<file path="src/rtl/mixmul_pkg.sv">
package mixmul_pkg;

  typedef enum logic [1:0] {
    ST_IDLE = 2'd0,
    ST_LOW  = 2'd1,
    ST_HIGH = 2'd2
  } mmState_t;

  typedef struct packed {
    logic loadOps;   // capture operands
    logic stepLow;   // add aligned low partial product
    logic stepHigh;  // add high partial product
    logic freshBase; // low step starts from zero
  } mmStrobe_t;

endpackage

</file>
<file path="src/rtl/mixmul_partial.sv">
module mixmul_partial #(
  parameter int A_W = 16,
  parameter int H_W = 16
) (
  input  logic [A_W-1:0]     a,
  input  logic [H_W-1:0]     b,
  input  logic               bSigned,
  output logic [A_W+H_W-1:0] prod
);
  localparam int PW = A_W + H_W;

  logic [PW-1:0] aExt;
  logic [PW-1:0] bExt;
  logic          bTop;

  // An unsigned b is zero-extended. A signed b copies its top bit.
  assign bTop = bSigned & b[H_W-1];
  assign aExt = {{(PW-A_W){a[A_W-1]}}, a};
  assign bExt = {{(PW-H_W){bTop}}, b};

  // The exact product fits in PW signed bits, so modular arithmetic is exact.
  assign prod = $signed(aExt) * $signed(bExt);

endmodule

</file>
<file path="src/rtl/mixmul_ctrl.sv">
module mixmul_ctrl
  import mixmul_pkg::*;
(
  input  logic      clk,
  input  logic      rstN,
  input  logic      start,
  input  logic      accumMode,
  output mmStrobe_t strobes,
  output logic      done
);
  mmState_t state;
  mmState_t stateNext;
  logic     freshReg;

  always_comb begin
    stateNext = state;
    case (state)
      ST_IDLE: if (start) stateNext = ST_LOW;
      ST_LOW:  stateNext = ST_HIGH;
      ST_HIGH: stateNext = ST_IDLE;
      default: stateNext = ST_IDLE;
    endcase
  end

  always_comb begin
    strobes.loadOps   = (state == ST_IDLE) && start;
    strobes.stepLow   = (state == ST_LOW);
    strobes.stepHigh  = (state == ST_HIGH);
    strobes.freshBase = freshReg;
  end

  always_ff @(posedge clk or negedge rstN) begin
    if (!rstN) begin
      state    <= ST_IDLE;
      freshReg <= 1'b1;
      done     <= 1'b0;
    end else begin
      state <= stateNext;
      done  <= (state == ST_HIGH);
      if (strobes.loadOps) freshReg <= ~accumMode;
    end
  end

endmodule

</file>
<file path="src/rtl/mixmul_datapath.sv">
module mixmul_datapath
  import mixmul_pkg::*;
#(
  parameter int A_W   = 16,
  parameter int B_W   = 32,
  parameter int ACC_W = 36
) (
  input  logic             clk,
  input  logic             rstN,
  input  mmStrobe_t        strobes,
  input  logic [A_W-1:0]   opA,
  input  logic [B_W-1:0]   opB,
  output logic [ACC_W-1:0] acc
);
  localparam int H_W = B_W / 2;
  localparam int PW  = A_W + H_W;

  logic [A_W-1:0]   aReg;
  logic [B_W-1:0]   bReg;
  logic [H_W-1:0]   mulB;
  logic [PW-1:0]    prod;
  logic [ACC_W-1:0] lowAligned;
  logic [ACC_W-1:0] highAligned;
  logic [ACC_W-1:0] base;

  // One multiplier serves both halves. The high step selects the signed upper half.
  assign mulB = strobes.stepHigh ? bReg[B_W-1:H_W] : bReg[H_W-1:0];

  mixmul_partial #(.A_W(A_W), .H_W(H_W)) u_mul (
    .a      (aReg),
    .b      (mulB),
    .bSigned(strobes.stepHigh),
    .prod   (prod)
  );

  // Low product: shifted right by H_W, sign preserved (floor).
  assign lowAligned  = {{(ACC_W-A_W){prod[PW-1]}}, prod[PW-1:H_W]};
  // High product: already at the weight of the result.
  assign highAligned = {{(ACC_W-PW){prod[PW-1]}}, prod};
  assign base        = strobes.freshBase ? '0 : acc;

  always_ff @(posedge clk or negedge rstN) begin
    if (!rstN) begin
      aReg <= '0;
      bReg <= '0;
      acc  <= '0;
    end else begin
      if (strobes.loadOps) begin
        aReg <= opA;
        bReg <= opB;
      end
      if (strobes.stepLow)
        acc <= base + lowAligned;
      else if (strobes.stepHigh)
        acc <= acc + highAligned;
    end
  end

endmodule

</file>
<file path="src/rtl/mixmul_acc.sv">
module mixmul_acc
  import mixmul_pkg::*;
#(
  parameter int A_W   = 16,
  parameter int B_W   = 32,
  parameter int ACC_W = 36
) (
  input  logic             clk,
  input  logic             rstN,
  input  logic             start,
  input  logic             accumMode,
  input  logic [A_W-1:0]   opA,
  input  logic [B_W-1:0]   opB,
  output logic [ACC_W-1:0] acc,
  output logic             done
);
  mmStrobe_t strobes;

  mixmul_ctrl u_ctrl (
    .clk      (clk),
    .rstN     (rstN),
    .start    (start),
    .accumMode(accumMode),
    .strobes  (strobes),
    .done     (done)
  );

  mixmul_datapath #(.A_W(A_W), .B_W(B_W), .ACC_W(ACC_W)) u_dp (
    .clk    (clk),
    .rstN   (rstN),
    .strobes(strobes),
    .opA    (opA),
    .opB    (opB),
    .acc    (acc)
  );

endmodule

</file>
<file path="config.mk">
export PLATFORM = sky130hd
export DESIGN_NAME = mixmul_acc
export DESIGN_NICKNAME = d
export VERILOG_FILES = /design/src/rtl/mixmul_pkg.sv /design/src/rtl/mixmul_partial.sv /design/src/rtl/mixmul_ctrl.sv /design/src/rtl/mixmul_datapath.sv /design/src/rtl/mixmul_acc.sv
export SDC_FILE = /design/constraint.sdc
export NUM_CORES = 1
export LEC_CHECK = 0
export ABC_CLOCK_PERIOD_IN_PS = 13800
export BUFFER_PORTS_ARGS = -buffer_cell sky130_fd_sc_hd__buf_2
export CORE_UTILIZATION = 50
export CTS_BUF_LIST = sky130_fd_sc_hd__clkbuf_8
export CTS_CLUSTER_DIAMETER = 60
export CTS_CLUSTER_SIZE = 14
export DETAILED_ROUTE_END_ITERATION = 12
export HOLD_SLACK_MARGIN = 0.06
export PLACE_DENSITY = 0.76
export SLEW_MARGIN = 20
export SYNTH_ARGS = -nofsm -noshare
export SYNTH_HDL_FRONTEND = slang
export SYNTH_SLANG_ARGS = --single-unit
export TNS_END_PERCENT = 1
</file>
<file path="constraint.sdc">
create_clock -name clk -period 13.8 [get_ports clk]
set_input_delay 0 -clock clk [delete_from_list [all_inputs] [get_ports clk]]
set_output_delay 0 -clock clk [all_outputs]
set_load 0.05 [all_outputs]
</file>
==> results by stage, run 1 <==
Synthesis:
- The synthesis warning total is 0.
- The combinational family with the most area after synthesis is adder cells.
- The proportion of synthesized chip area in sequential cells is 12.2%.
- The most common cell in the synthesized netlist is inv_1.
- In the synthesized netlist the dominant register cell turns out to be dfrtp_1.
- The cell type with the highest aggregate area in the netlist is fa_1.
- By area the synthesized netlist is led by fa_1, dfrtp_1, ha_1, inv_1, mux2_2.
- The post-synthesis instance area is 18000 um^2.
- The post-synthesis net count is 2491.
- The XOR/XNOR share of the synthesized area is 4.69%.
- The synthesized netlist devotes 16.2% of its cell area to simple gates.
- After synthesis, the share of flip-flops with an asynchronous set or reset is 100%.
- Synthesis produced 2023 cells.
- After synthesis, the largest area contributor takes up 30.3% of total cell area.
- After synthesis, the netlist uses 91 different library cells.
- The adder and majority gate portion of the synthesized area is 40.5%.
- After synthesis, the most frequently instantiated cells are inv_1, fa_1, nand2_1, ha_1, and2_1.
- The mux contribution to synthesized area is 4.69%.
- The per-instance average area after synthesis is 8.89 um^2.
- After synthesis the netlist holds a flip-flop and latch count of 88.
- The count of flip-flops with a built-in enable after synthesis is 0.
- The compound-cell area share of the yosys netlist is 12.8%.

Worst hold path:
- The worst hold path belongs to the class input pin to asynchronous set/reset pin.

Setup path:
- The worst setup path is launched from a register.
- On the worst path, the slowest cell contributes a delay of 0.86 ns.
- The worst setup path is of the register to register kind.
- Data on the critical path is required at its endpoint by 14.14 ns.
- The worst setup path is captured at a register.
- At the worst endpoint, the arrival time is 11.68 ns.
- Of all nets on the critical path, the largest fanout is 16.
- Among all stages on the critical path, the largest delay is contributed by ha_1.

Routing:
- In this run the remaining antenna-violating nets after routing total 0.
- In the routed layout, each cell is associated on average with a via count of 5.76.
- Across all layers, the routed design uses 14800 vias.
- Before antenna repair, the detailed router went through 12 iterations.
- The number of violations reported at the end of detailed-routing iteration 0 is 1130.
- After detailed routing, the number of remaining DRC violations is 2.
- After detailed routing, the total wire length is 47.8 mm.
- The average wire per standard cell is 18.6 um.

Timing:
- In this run the tightest slew margin relative to its limit is 30.1%.
- The number of max-slew violations in the final report is 0.
- At the pin with the least slew margin, the transition time is 1.05 ns.
- The final hold violation count is 0.
- The share of the cycle needed by the critical path after routing is 82.2%.
- The tightest hold path in the finished design has a slack of 0.235 ns.
- The final critical path time including I/O delays and setup is 11.34 ns.
- The largest clock skew in the final design is 0.0130 ns.
- For the final routed database, the setup TNS stands at 0 ns.
- The final number of setup-violating endpoints is 0.
- Once routing completed, OpenROAD measured the worst setup slack at 2.46 ns.
- Setup repair after global routing left no endpoint under its margin.
- Derived from the worst setup path, the maximum achievable clock frequency is 0.0882 GHz.

Cells and area:
- The finished cells cover 19500 um^2.
- The post-route netlist has 9.59% of its cells at a drive strength greater than 1.
- The area growth from synthesis to final layout is 8.54%.
- The net count of the finished layout is 2569.
- The diode insertion count for antenna repair is 0.

Clocking:
- TritonCTS built the clock tree.
- The number of hold buffers added after CTS was 54.
- No sink is reached through more buffers than the 2 on the longest clock path.
- The number of sinks handled by clock tree synthesis is 88.
- The number of buffers created by CTS is 9.
- The number of H-tree levels is 3.
- The number of gates resized after CTS is 0.
- Clock tree synthesis selected as its root buffer the cell clkbuf_8.
- The later pin in the worst-skew pair is clocked with a latency of 0.44 ns.
- Clock-pin slew was measured on the worst setup and hold paths at 0.09 ns.
- Post-CTS timing repair inserted 0 buffers for setup.

Global routing:
- The global routing met3 resource utilization is 5.68%.
- Global routing used 27.9% of the available tracks.
- The number of global-route vias before repair was 15600.
- The first global-routing pass estimated 80.4 mm of wire.
- The aggregate global routing overflow is 0.
- The initial antenna violation count was 0.
- The layer flagged by global routing as most heavily used is met2.
- The met2 global-route usage is 46.2%.
- The met1 track demand over resource in global routing is 36.9%.
- The largest net degree at the start of global routing is 78.

Place:
- After legalization and detailed placement, the total HPWL measured 37.1 mm.
- In this run the tool buffered the top-level ports with 88 buffer cells.
- OpenSTA, run right after detailed placement, puts the worst setup slack at 2.69 ns.
- The cell area after placement is 18700 um^2.
- At the end of routability-driven placement, the weighted congestion stood at 0.913.

Floorplanning:
- The initialized floorplan defines 69 standard-cell rows.
- The vertical die dimension is 192 um.
- In this run the count of I/O pins placed on the die edge is 89.
- The die is 192 um wide.
- The initial utilization of the core area, before any placement, comes to 50.7%.
- The area of the die is 36700 um^2.
- The floorplan step defined a core boundary enclosing 35500 um^2.

Job:
- The tool flagged a number of max-cap violations equal to 0.

Status:
- The final reports fail on DRC.
- The run finished, with violations left.
==> state kept, by name, indices dropped and copies added, names as in the netlist <==
| signal | cells |
|---|---|
| u_dp.aReg | 16 |
| u_ctrl.done | 1 |
| u_dp.bReg | 32 |
| u_ctrl.freshReg | 1 |
| u_ctrl.state | 2 |
| u_dp.acc | 36 |
==> cell usage in the layout, fill, tap and decap left out, types with 8 or more instances in the layout <==
| cell type | n |
|---|---|
| a21oi_1 | 111 |
| nand2_1 | 188 |
| o21bai_1 | 16 |
| nand2b_1 | 13 |
| nand4_1 | 10 |
| o31ai_1 | 8 |
| and2_1 | 115 |
| mux2i_1 | 10 |
| or3_1 | 9 |
| a21o_1 | 35 |
| inv_1 | 332 |
| fa_1 | 272 |
| nor2b_1 | 52 |
| dfrtp_1 | 87 |
| nor3_1 | 19 |
| nand3_1 | 23 |
| a211oi_1 | 14 |
| and3_1 | 18 |
| o21ai_0 | 53 |
| nor2_1 | 104 |
| mux2_2 | 65 |
| o21ai_1 | 9 |
| clkbuf_8 | 10 |
| xnor2_1 | 68 |
| o21a_1 | 13 |
| xor2_1 | 23 |
| ha_1 | 143 |
| dlygate4sd3_1 | 54 |
| buf_4 | 8 |
| a31oi_1 | 8 |
| buf_2 | 87 |
| a211o_1 | 9 |
==> per-stage QoR <==
stage               cells  utilization, %
floorplan            2023               -
detailed placement   2497            52.8
CTS                  2567            55.0
global route         2567            55.0
finish               2567            55.0
global placement     2497            52.8
==> metal layers <==
metal	vias up	wire [um]	share of wire, %
li1	6702	-	-
met1	7353	20000	42
met2	625	22900	48
met3	95	3950	8.2
met4	0	991	2.1
met5	-	0	0
==> layout make-up <==
cell class	instances	area (um^2)
flip-flops and latches	88	2200
multi-input cells	1518	14200
inverters	334	1260
repair buffers	150	1050
clock buffers	10	138
clock inverters	6	108
fillers	3067	16000
well taps	461	577
==> worst max-delay path, delay by kind of cell, from the launching register on <==
kind            cells  cell delay (ns)
fa+ha+maj           9             4.16
buf+inv             5             0.36
xor+xnor            1             0.11
compound gates     13             3.97
mux                 1             0.56
flops               1             0.40
simple gates        6             1.66
==> worst paths after layout <==
kind | cells past startpoint | endpoint | slack (ns) | start
setup / recovery | 35 | u_dp.acc[34]$_DFFE_PN0P_ | 2.46 | u_ctrl.state[0]$_DFFE_PN0P_
hold / removal | 3 | u_dp.acc[34]$_DFFE_PN0P_ | 0.23 | rstN
setup reg to reg | 35 | u_dp.acc[34]$_DFFE_PN0P_ | 2.46 | u_ctrl.state[0]$_DFFE_PN0P_
hold reg to reg | 1 | u_dp.bReg[0]$_DFFE_PN0P_ | 0.52 | u_dp.bReg[0]$_DFFE_PN0P_
max in group asynchronous | 3 | u_dp.acc[27]$_DFFE_PN0P_ | 12.69 | rstN
min in group clk | 3 | u_ctrl.freshReg$_DFFE_PN1P_ | 0.29 | accumMode
==> kinds of logic (layout without fill, tap and decap cells) <==
family                   count (synthesis)  after routing
AND/OR/NAND/NOR                        583            583
adder cells (fa/ha/maj)                419            419
buffers and inverters                  417            500
AO/OA/AOI/OAI                          347            347
XOR/XNOR                                93             93
flip-flops                              88             88
multiplexers                            76             76
Power of run 1 is not shown: default switching activity piles up to over one toggle a cycle in this logic, so the estimate is an artifact.
==> run 2, diff against run 1 <==
--- a/config.mk
+++ b/config.mk
@@ -5,7 +5,8 @@
 export SDC_FILE = /design/constraint.sdc
 export NUM_CORES = 1
 export LEC_CHECK = 0
-export ABC_CLOCK_PERIOD_IN_PS = 13800
+export ABC_AREA = 1
+export ABC_CLOCK_PERIOD_IN_PS = 9900
 export BUFFER_PORTS_ARGS = -buffer_cell sky130_fd_sc_hd__buf_2
 export CORE_UTILIZATION = 50
 export CTS_BUF_LIST = sky130_fd_sc_hd__clkbuf_8
@@ -13,7 +14,7 @@
 export CTS_CLUSTER_SIZE = 14
 export DETAILED_ROUTE_END_ITERATION = 12
 export HOLD_SLACK_MARGIN = 0.06
-export PLACE_DENSITY = 0.76
+export PLACE_DENSITY = 0.79
 export SLEW_MARGIN = 20
 export SYNTH_ARGS = -nofsm -noshare
 export SYNTH_HDL_FRONTEND = slang
==> constraint.sdc (replaced) <==
create_clock -name clk -period 9.9 [get_ports clk]
set_input_delay 0 -clock clk [delete_from_list [all_inputs] [get_ports clk]]
set_output_delay 0 -clock clk [all_outputs]
set_load 0.05 [all_outputs]
==> results by stage, run 2 <==
Routing:
- The number of violations reported at the end of detailed-routing iteration 0 was 1250 (+11%).
- The post-detailed-route via-to-cell ratio is 5.52 (-4.1%).
- The first-pass iteration count of the detailed router is 6 (-6).
- The number of nets with antenna violations after routing is 0 (unchanged).
- The remaining design rule violation count is 0 (-2).
- The final wirelength is 54.4 mm (+14%).
- The overall via count from detail_route was 16200 (+9.3%).
- The average wire per standard cell was 18.6 um (-0.39%).

Timing:
- The number of max-slew violations in the final report is 0 (unchanged).
- The share of the cycle needed by the critical path after routing was 94.0% (+12 points).
- The final critical path time including I/O delays and setup is 9.30 ns (-2.04 ns).
- The upper clock frequency limit is 0.108 GHz (+22%).
- The largest clock skew in the final design came to 0.0179 ns (+0.00498 ns).
- The final hold violation count is 0 (unchanged).
- The final number of setup-violating endpoints is 0 (unchanged).
- The worst relative slew slack is 24.1% (-6.0 points).
- The actual slew at the worst max-slew pin is 1.13 ns (+0.0823 ns).

Clocking:
- The clock transition at the registers of the reported paths was 0.12 ns (+0.03 ns).
- The clock latency of the later-clocked register in the worst-skew pair is 0.46 ns (+0.02 ns).
- The root buffer selected by CTS is clkbuf_8.
- The number of H-tree levels is 3 (unchanged).
- The number of buffers created by CTS is 9 (unchanged).
- The number of sinks handled by clock tree synthesis came to 88 (unchanged).
- The maximum buffer depth of the clock tree came to 2 (unchanged).
- TritonCTS built the clock tree.

Place:
- The placed cell count is 2852 (+14%).
- The cell area after placement is 18600 um^2 (-0.49%).
- The detailed placement HPWL came to 43.5 mm (+17%).
- The global placement routability congestion is 0.945 (+3.6%).
- The count of port buffers added during placement is 88 (unchanged).

Floorplanning:
- The die width came to 190 um (-0.81%).
- The vertical die dimension is 190 um (-0.81%).
- The starting density of the core is 51.0% (+0.28 points).
- The number of placement rows is 68 (-1.4%).
- The area of the die is 36100 um^2 (-1.6%).
- The total core area is 34700 um^2 (-2.2%).
- The count of pins on the block boundary is 89 (unchanged).

Synthesis:
- The most common cell in the synthesized netlist is inv_1.
- The fraction of post-synthesis cell area in the top cell type by area is 30.8% (+0.50 points).
- The count of flip-flops with a built-in enable after synthesis is 0 (unchanged).
- The proportion of synthesized chip area in sequential cells is 12.5% (+0.20 points).
- The post-synthesis instance area is 17700 um^2 (-1.6%).
- The number of distinct library cells after synthesis was 49 (-46%).
- The synthesized netlist cell count is 2340 (+16%).
- Summed over all instances, the cell type with the most area after synthesis is fa_1.
- By area the synthesized netlist is led by fa_1, dfrtp_1, inv_1, ha_1, nand2_1.
- The per-instance average area after synthesis is 7.56 um^2 (-15%).
- The post-synthesis net count was 2808 (+13%).
- In the synthesized netlist, the cells that appear most often are inv_1, nand2_1, nor2_1, fa_1, a21oi_1.
- The async set or reset register ratio after synthesis is 100% (unchanged).
- The post-synthesis register bit count is 88 (unchanged).
- The synthesis warning total was 0 (unchanged).
- The main flop type after synthesis is dfrtp_1.

Global routing:
- The aggregate global routing overflow is 0 (unchanged).
- The number of global-route vias before repair is 16600 (+6.5%).
- The global-route wire length before repair is 87.9 mm (+9.4%).
- The largest net degree at the start of global routing was 70 (-10%).
- The initial antenna violation count is 1 (+1).
- The total routing resource utilization after global routing is 31.9% (+4.0 points).

Cells and area:
- The diode insertion count for antenna repair is 0 (unchanged).
- Leaving out fill and tap cells, the most frequent cell in the layout is inv_1.
- The library cells used most frequently in the layout, excluding fill and tap cells, are inv_1, nand2_1, nor2_1.
- The post-layout instance count excluding filler cells is 2928 (+14%).
- Counting flops per register, the top entry is u_dp.acc.
- The post-route standard cell area excluding fillers is 19500 um^2 (about the same).
- The final-layout fill cell count is 3187 (+3.9%).
- The number of flip-flops under the largest register name is 36 (unchanged).
- The largest registers in the layout are u_dp.acc (36), u_dp.bReg (32), u_dp.aReg (16).
- The net count of the finished layout came to 2936 (+14%).
- The proportion of layout cells with a drive suffix above 1 was 9.66% (+0.073 points).
- The area growth from synthesis to final layout is 10.2%.

Setup path:
- The delay contributed by the slowest stage of the critical path came to 0.54 ns (-0.32 ns).
- The worst-case reg-to-reg path depth was 44 (+26%).
- The required time reported for the critical path endpoint came to 10.29 ns (-3.85 ns).
- The reg-to-reg startpoint is u_ctrl.state[0]$_DFFE_PN0P_.
- The startpoint of the worst setup timing path is u_ctrl.state[0]$_DFFE_PN0P_.
- The last element of the critical path is u_dp.acc[30]$_DFFE_PN0P_.
- In this design, the largest share of critical-path delay is due to adder cells.
- The worst setup path is captured at a register.
- The worst register-to-register path ends at u_dp.acc[30]$_DFFE_PN0P_.
- The critical-path maximum fanout was 7 (-9).
- STA classifies the critical path startpoint as a register.
- The cell depth of the worst setup path is 44 (+26%).
- The most frequent cell on the critical path is nand2_1.
- The type of the worst setup path is register to register.
- The cell with the biggest individual delay on the critical path is fa_1.
- The buffer and inverter count on the worst path is 7 (+2).
- The setup slack of the worst register-to-register path was 0.60 ns (-1.86 ns).
- The endpoint arrival time on the critical path is 9.69 ns (-1.99 ns).

Job:
- The count of max-cap constraint violations is 0 (unchanged).

Worst hold path:
- The min-delay analysis places its worst path in the category input pin to register.

Status:
- The flow ran to the end, and the final reports show no timing, DRC or antenna violations.
==> run 2: changes by cell type in the layout (fill, tap and decap cells not counted), sizes merged, moves of 43 or more <==
cell,before,now
mux2,66,23
nand2,190,451
inv,334,501
o21ai,63,115
a21oi,111,164
nand3,23,75
nor2b,52,0
nor2,104,314
and2,115,0
==> run 2: metrics by stage <==
stage / TNS (ns) / setup WS, ns / utilization (%) / hold slack, ns
finish: 0 / 0.598 / 56.2 / 0.231
global route: -0.0369 / -0.0254 / 56.2 / 0.284
CTS: 0 / 0.156 / 55.9 / 0.207
detailed placement: 0 / 0.232 / 53.7 / -0.0395
global placement: 0 / 0.526 / 53.7 / -0.0459
floorplan: 0 / 1.40 / - / -0.296
==> run 2: worst min-delay path: stages <==
cell and delay (ns):
dlygate4sd3_1 0.52, buf_2 0.09, o21ai_0 0.07
==> run 2: worst min-delay path by stage <==
stage / end / cells past startpoint / from / slack (ns)
floorplan: u_ctrl.done$_DFF_PN0_ / 0 / rstN / -0.30
global placement: u_dp.acc[24]$_DFFE_PN0P_ / 1 / rstN / -0.05
detailed placement: u_dp.acc[24]$_DFFE_PN0P_ / 1 / rstN / -0.04
CTS: u_ctrl.freshReg$_DFFE_PN1P_ / 3 / accumMode / 0.21
global route: u_ctrl.freshReg$_DFFE_PN1P_ / 3 / accumMode / 0.28
finish: u_ctrl.freshReg$_DFFE_PN1P_ / 3 / accumMode / 0.23
==> run 2: cell families (layout without fill, tap and decap cells) <==
logic type | after synthesis | count (layout) | share of synthesized area, %
simple gates | 872 | 872 | 20.6
buf+inv | 564 | 697 | 12.2
fa+ha+maj | 416 | 416 | 41.0
compound gates | 333 | 333 | 10.2
flops | 88 | 88 | 12.5
xor+xnor | 44 | 44 | 2.18
mux | 23 | 23 | 1.46
==> run 2: area by class of cell <==
class                           instances  area, um^2  area share [%]
Inverter                              512        1940            9.97
Sequential cell                        88        2200            11.3
Clock buffer                            9         124           0.635
Multi-Input combinational cell       1688       13400            68.5
Clock inverter                          7         101           0.520
Timing Repair Buffer                  169        1200            6.14
Tap cell                              455         569            2.92
==> run 2: timing repair <==
item / in CTS / in global routing
gates resized for setup: 0 / 18
setup endpoints to repair: 0 / 19
hold buffers: 53 / 0
hold endpoints to repair: 77 / 0
buffers inserted: 0 / 7
==> run 2: per-layer routing <==
metal	part of all wire (%)	vias up	wire (um)	track usage, %
met3	7.8	165	4220	4.76
met1	39	7835	21400	40.3
li1	-	7425	-	-
met2	48	729	26100	53.3
met5	0	-	0	0
met4	5.0	0	2710	16.0
Power of run 2 is left out for the same reason.
==> run 3, diff against run 2 <==
--- a/config.mk
+++ b/config.mk
@@ -14,7 +14,7 @@
 export CTS_CLUSTER_SIZE = 14
 export DETAILED_ROUTE_END_ITERATION = 12
 export HOLD_SLACK_MARGIN = 0.06
-export PLACE_DENSITY = 0.79
+export PLACE_DENSITY = 0.7
 export SLEW_MARGIN = 20
 export SYNTH_ARGS = -nofsm -noshare
 export SYNTH_HDL_FRONTEND = slang
==> results by stage, run 3 (synthesized netlist as in run 2, its figures left out) <==
Setup path:
- The buffer and inverter count on the worst path was 8 (+1).
- The family with the most delay on the worst path is adder cells.
- The delay contributed by the slowest stage of the critical path came to 0.53 ns (about the same).
- The endpoint arrival time on the critical path was 9.61 ns (-0.08 ns).
- The required time reported for the critical path endpoint is 10.28 ns (about the same).
- The critical-path maximum fanout was 7 (unchanged).
- The largest individual stage delay along the critical path comes from the cell fa_1.
- The worst setup path is launched from a register.
- Tracing the worst setup path back leads to its startpoint at u_ctrl.state[0]$_DFFE_PN0P_.
- The worst setup path is of the register to register kind.
- In this run the critical register-to-register path is launched from u_ctrl.state[0]$_DFFE_PN0P_.
- The nature of the critical path endpoint is a register.

Clocking:
- The clock transition at the registers of the reported paths is 0.12 ns (about the same).
- In this run the clock root is driven by a clkbuf_8.
- The number of H-tree levels is 3 (unchanged).
- The CTS tree is done.
- The maximum buffer depth of the clock tree is 2 (unchanged).
- The number of sinks handled by clock tree synthesis is 88 (unchanged).
- The clock latency of the later-clocked register in the worst-skew pair came to 0.45 ns (about the same).
- The number of buffers created by CTS is 9 (unchanged).

Routing:
- The final wirelength was 53.7 mm (-1.2%).
- The first-pass iteration count of the detailed router was 7 (+1).
- The number of nets with antenna violations after routing is 0 (unchanged).
- The overall via count from detail_route is 16000 (-0.67%).
- The average wire per standard cell was 18.3 um (-1.2%).
- The post-detailed-route via-to-cell ratio is 5.48 (-0.67%).
- The remaining design rule violation count is 0 (unchanged).
- The number of violations reported at the end of detailed-routing iteration 0 came to 994 (-20%).

Global routing:
- The total routing resource utilization after global routing is 31.4% (-0.56 points).
- The initial antenna violation count is 0 (-1).
- The global-route wire length before repair is 86.5 mm (-1.6%).
- The number of global-route vias before repair was 16400 (-1.6%).
- The aggregate global routing overflow is 0 (unchanged).
- The largest net degree at the start of global routing is 70 (unchanged).

Timing:
- The upper clock frequency limit is 0.108 GHz (+0.81%).
- The actual slew at the worst max-slew pin is 1.09 ns (-0.0363 ns).
- The minimum hold slack is 0.152 ns (-0.0793 ns).
- The final critical path time including I/O delays and setup is 9.23 ns (-0.0745 ns).
- The largest clock skew in the final design is 0.0217 ns (+0.00379 ns).
- The worst relative slew slack came to 26.6% (+2.4 points).
- The final total negative setup slack was 0 ns (unchanged).
- The final hold violation count is 0 (unchanged).
- The number of max-slew violations in the final report is 0 (unchanged).
- Setup repair after global routing left no endpoint under its margin.
- The share of the cycle needed by the critical path after routing is 93.2% (-0.75 points).
- The final number of setup-violating endpoints is 0 (unchanged).

Cells and area:
- The share of the core filled with cells in the final layout was 56.2% (about the same).
- The top cell types in the final layout, fill and taps aside, are inv_1, nand2_1, nor2_1.
- The number of flip-flops under the largest register name is 36 (unchanged).
- The net count of the finished layout is 2936 (unchanged).
- The diode insertion count for antenna repair came to 0 (unchanged).
- The post-route standard cell area excluding fillers came to 19500 um^2 (about the same).
- u_dp.acc holds more flip-flops than any other register.
- The proportion of layout cells with a drive suffix above 1 is 9.58% (-0.081 points).
- The largest registers in the layout are u_dp.acc (36), u_dp.bReg (32), u_dp.aReg (16).
- Leaving out fill and tap cells, the most frequent cell in the layout is inv_1.
- The area growth from synthesis to final layout was 10.2% (about the same).

Status:
- The flow ran to the end, and the final reports show no timing, DRC or antenna violations.

Floorplanning:
- The starting density of the core is 51.0% (unchanged).
- The vertical die dimension is 190 um (unchanged).
- The area of the die was 36100 um^2 (unchanged).
- The count of pins on the block boundary is 89 (unchanged).
- The die width is 190 um (unchanged).
- The total core area is 34700 um^2 (unchanged).
- The number of placement rows is 68 (unchanged).

Place:
- The count of port buffers added during placement is 88 (unchanged).
- The global placement routability congestion is 0.966 (+2.1%).
- The detailed placement HPWL was 43.6 mm (+0.19%).
- The cell area after placement is 18700 um^2 (+0.24%).

Job:
- The count of max-cap constraint violations was 0 (unchanged).

Worst hold path:
- In this run the worst hold path is classified as input pin to asynchronous set/reset pin.
==> run 3: cell count changes in the layout (fill, tap and decap cells not counted), sizes merged <==
cell         change
bufinv           +1
clkinvlp         -1
dlygate4sd3      -1
inv              -3
buf              +1
clkinv           +3
==> run 3: worst paths after layout <==
kind / to / slack [ns] / cells after the start
worst max-delay path: u_dp.acc[30]$_DFFE_PN0P_ / 0.67 / 45
worst min-delay path: u_dp.acc[1]$_DFFE_PN0P_ / 0.15 / 2
worst max register to register: u_dp.acc[30]$_DFFE_PN0P_ / 0.67 / 45
worst min register to register: u_dp.bReg[17]$_DFFE_PN0P_ / 0.53 / 1
max in group asynchronous: u_dp.bReg[27]$_DFFE_PN0P_ / 8.68 / 3
min in group clk: u_ctrl.freshReg$_DFFE_PN1P_ / 0.26 / 3
==> run 3: through the flow <==
step	setup WS, ns	std cells
2_1_floorplan	1.40	2340
3_3_place_gp	0.634	2858
3_5_place_dp	0.204	2858
4_1_cts	0.154	2925
5_1_grt	0.0366	2928
6_report	0.672	2928
==> run 3: timing repair <==
action                                  CTS  global route
hold buffers                             51             0
hold endpoints to repair                101             0
buffers inserted                          0             3
gates resized for setup                   0            16
endpoints found under the setup margin    0            21
==> run 3: layout make-up <==
type	count	area, um^2
repair buffers	169	1180
fillers	3276	15200
well taps	455	569
clock buffers	9	124
clock inverters	7	119
multi-input cells	1688	13400
inverters	512	1940
flip-flops and latches	88	2200
==> run 3: per-layer routing <==
layer / global-route usage [%] / share of wire, % / vias up
li1: - / - / 7422
met1: 40.5 / 40 / 7841
met2: 52.4 / 48 / 655
met3: 3.63 / 7.3 / 127
met4: 15.0 / 4.4 / 0
met5: 0 / 0 / -
Power of run 3 is left out for the same reason.
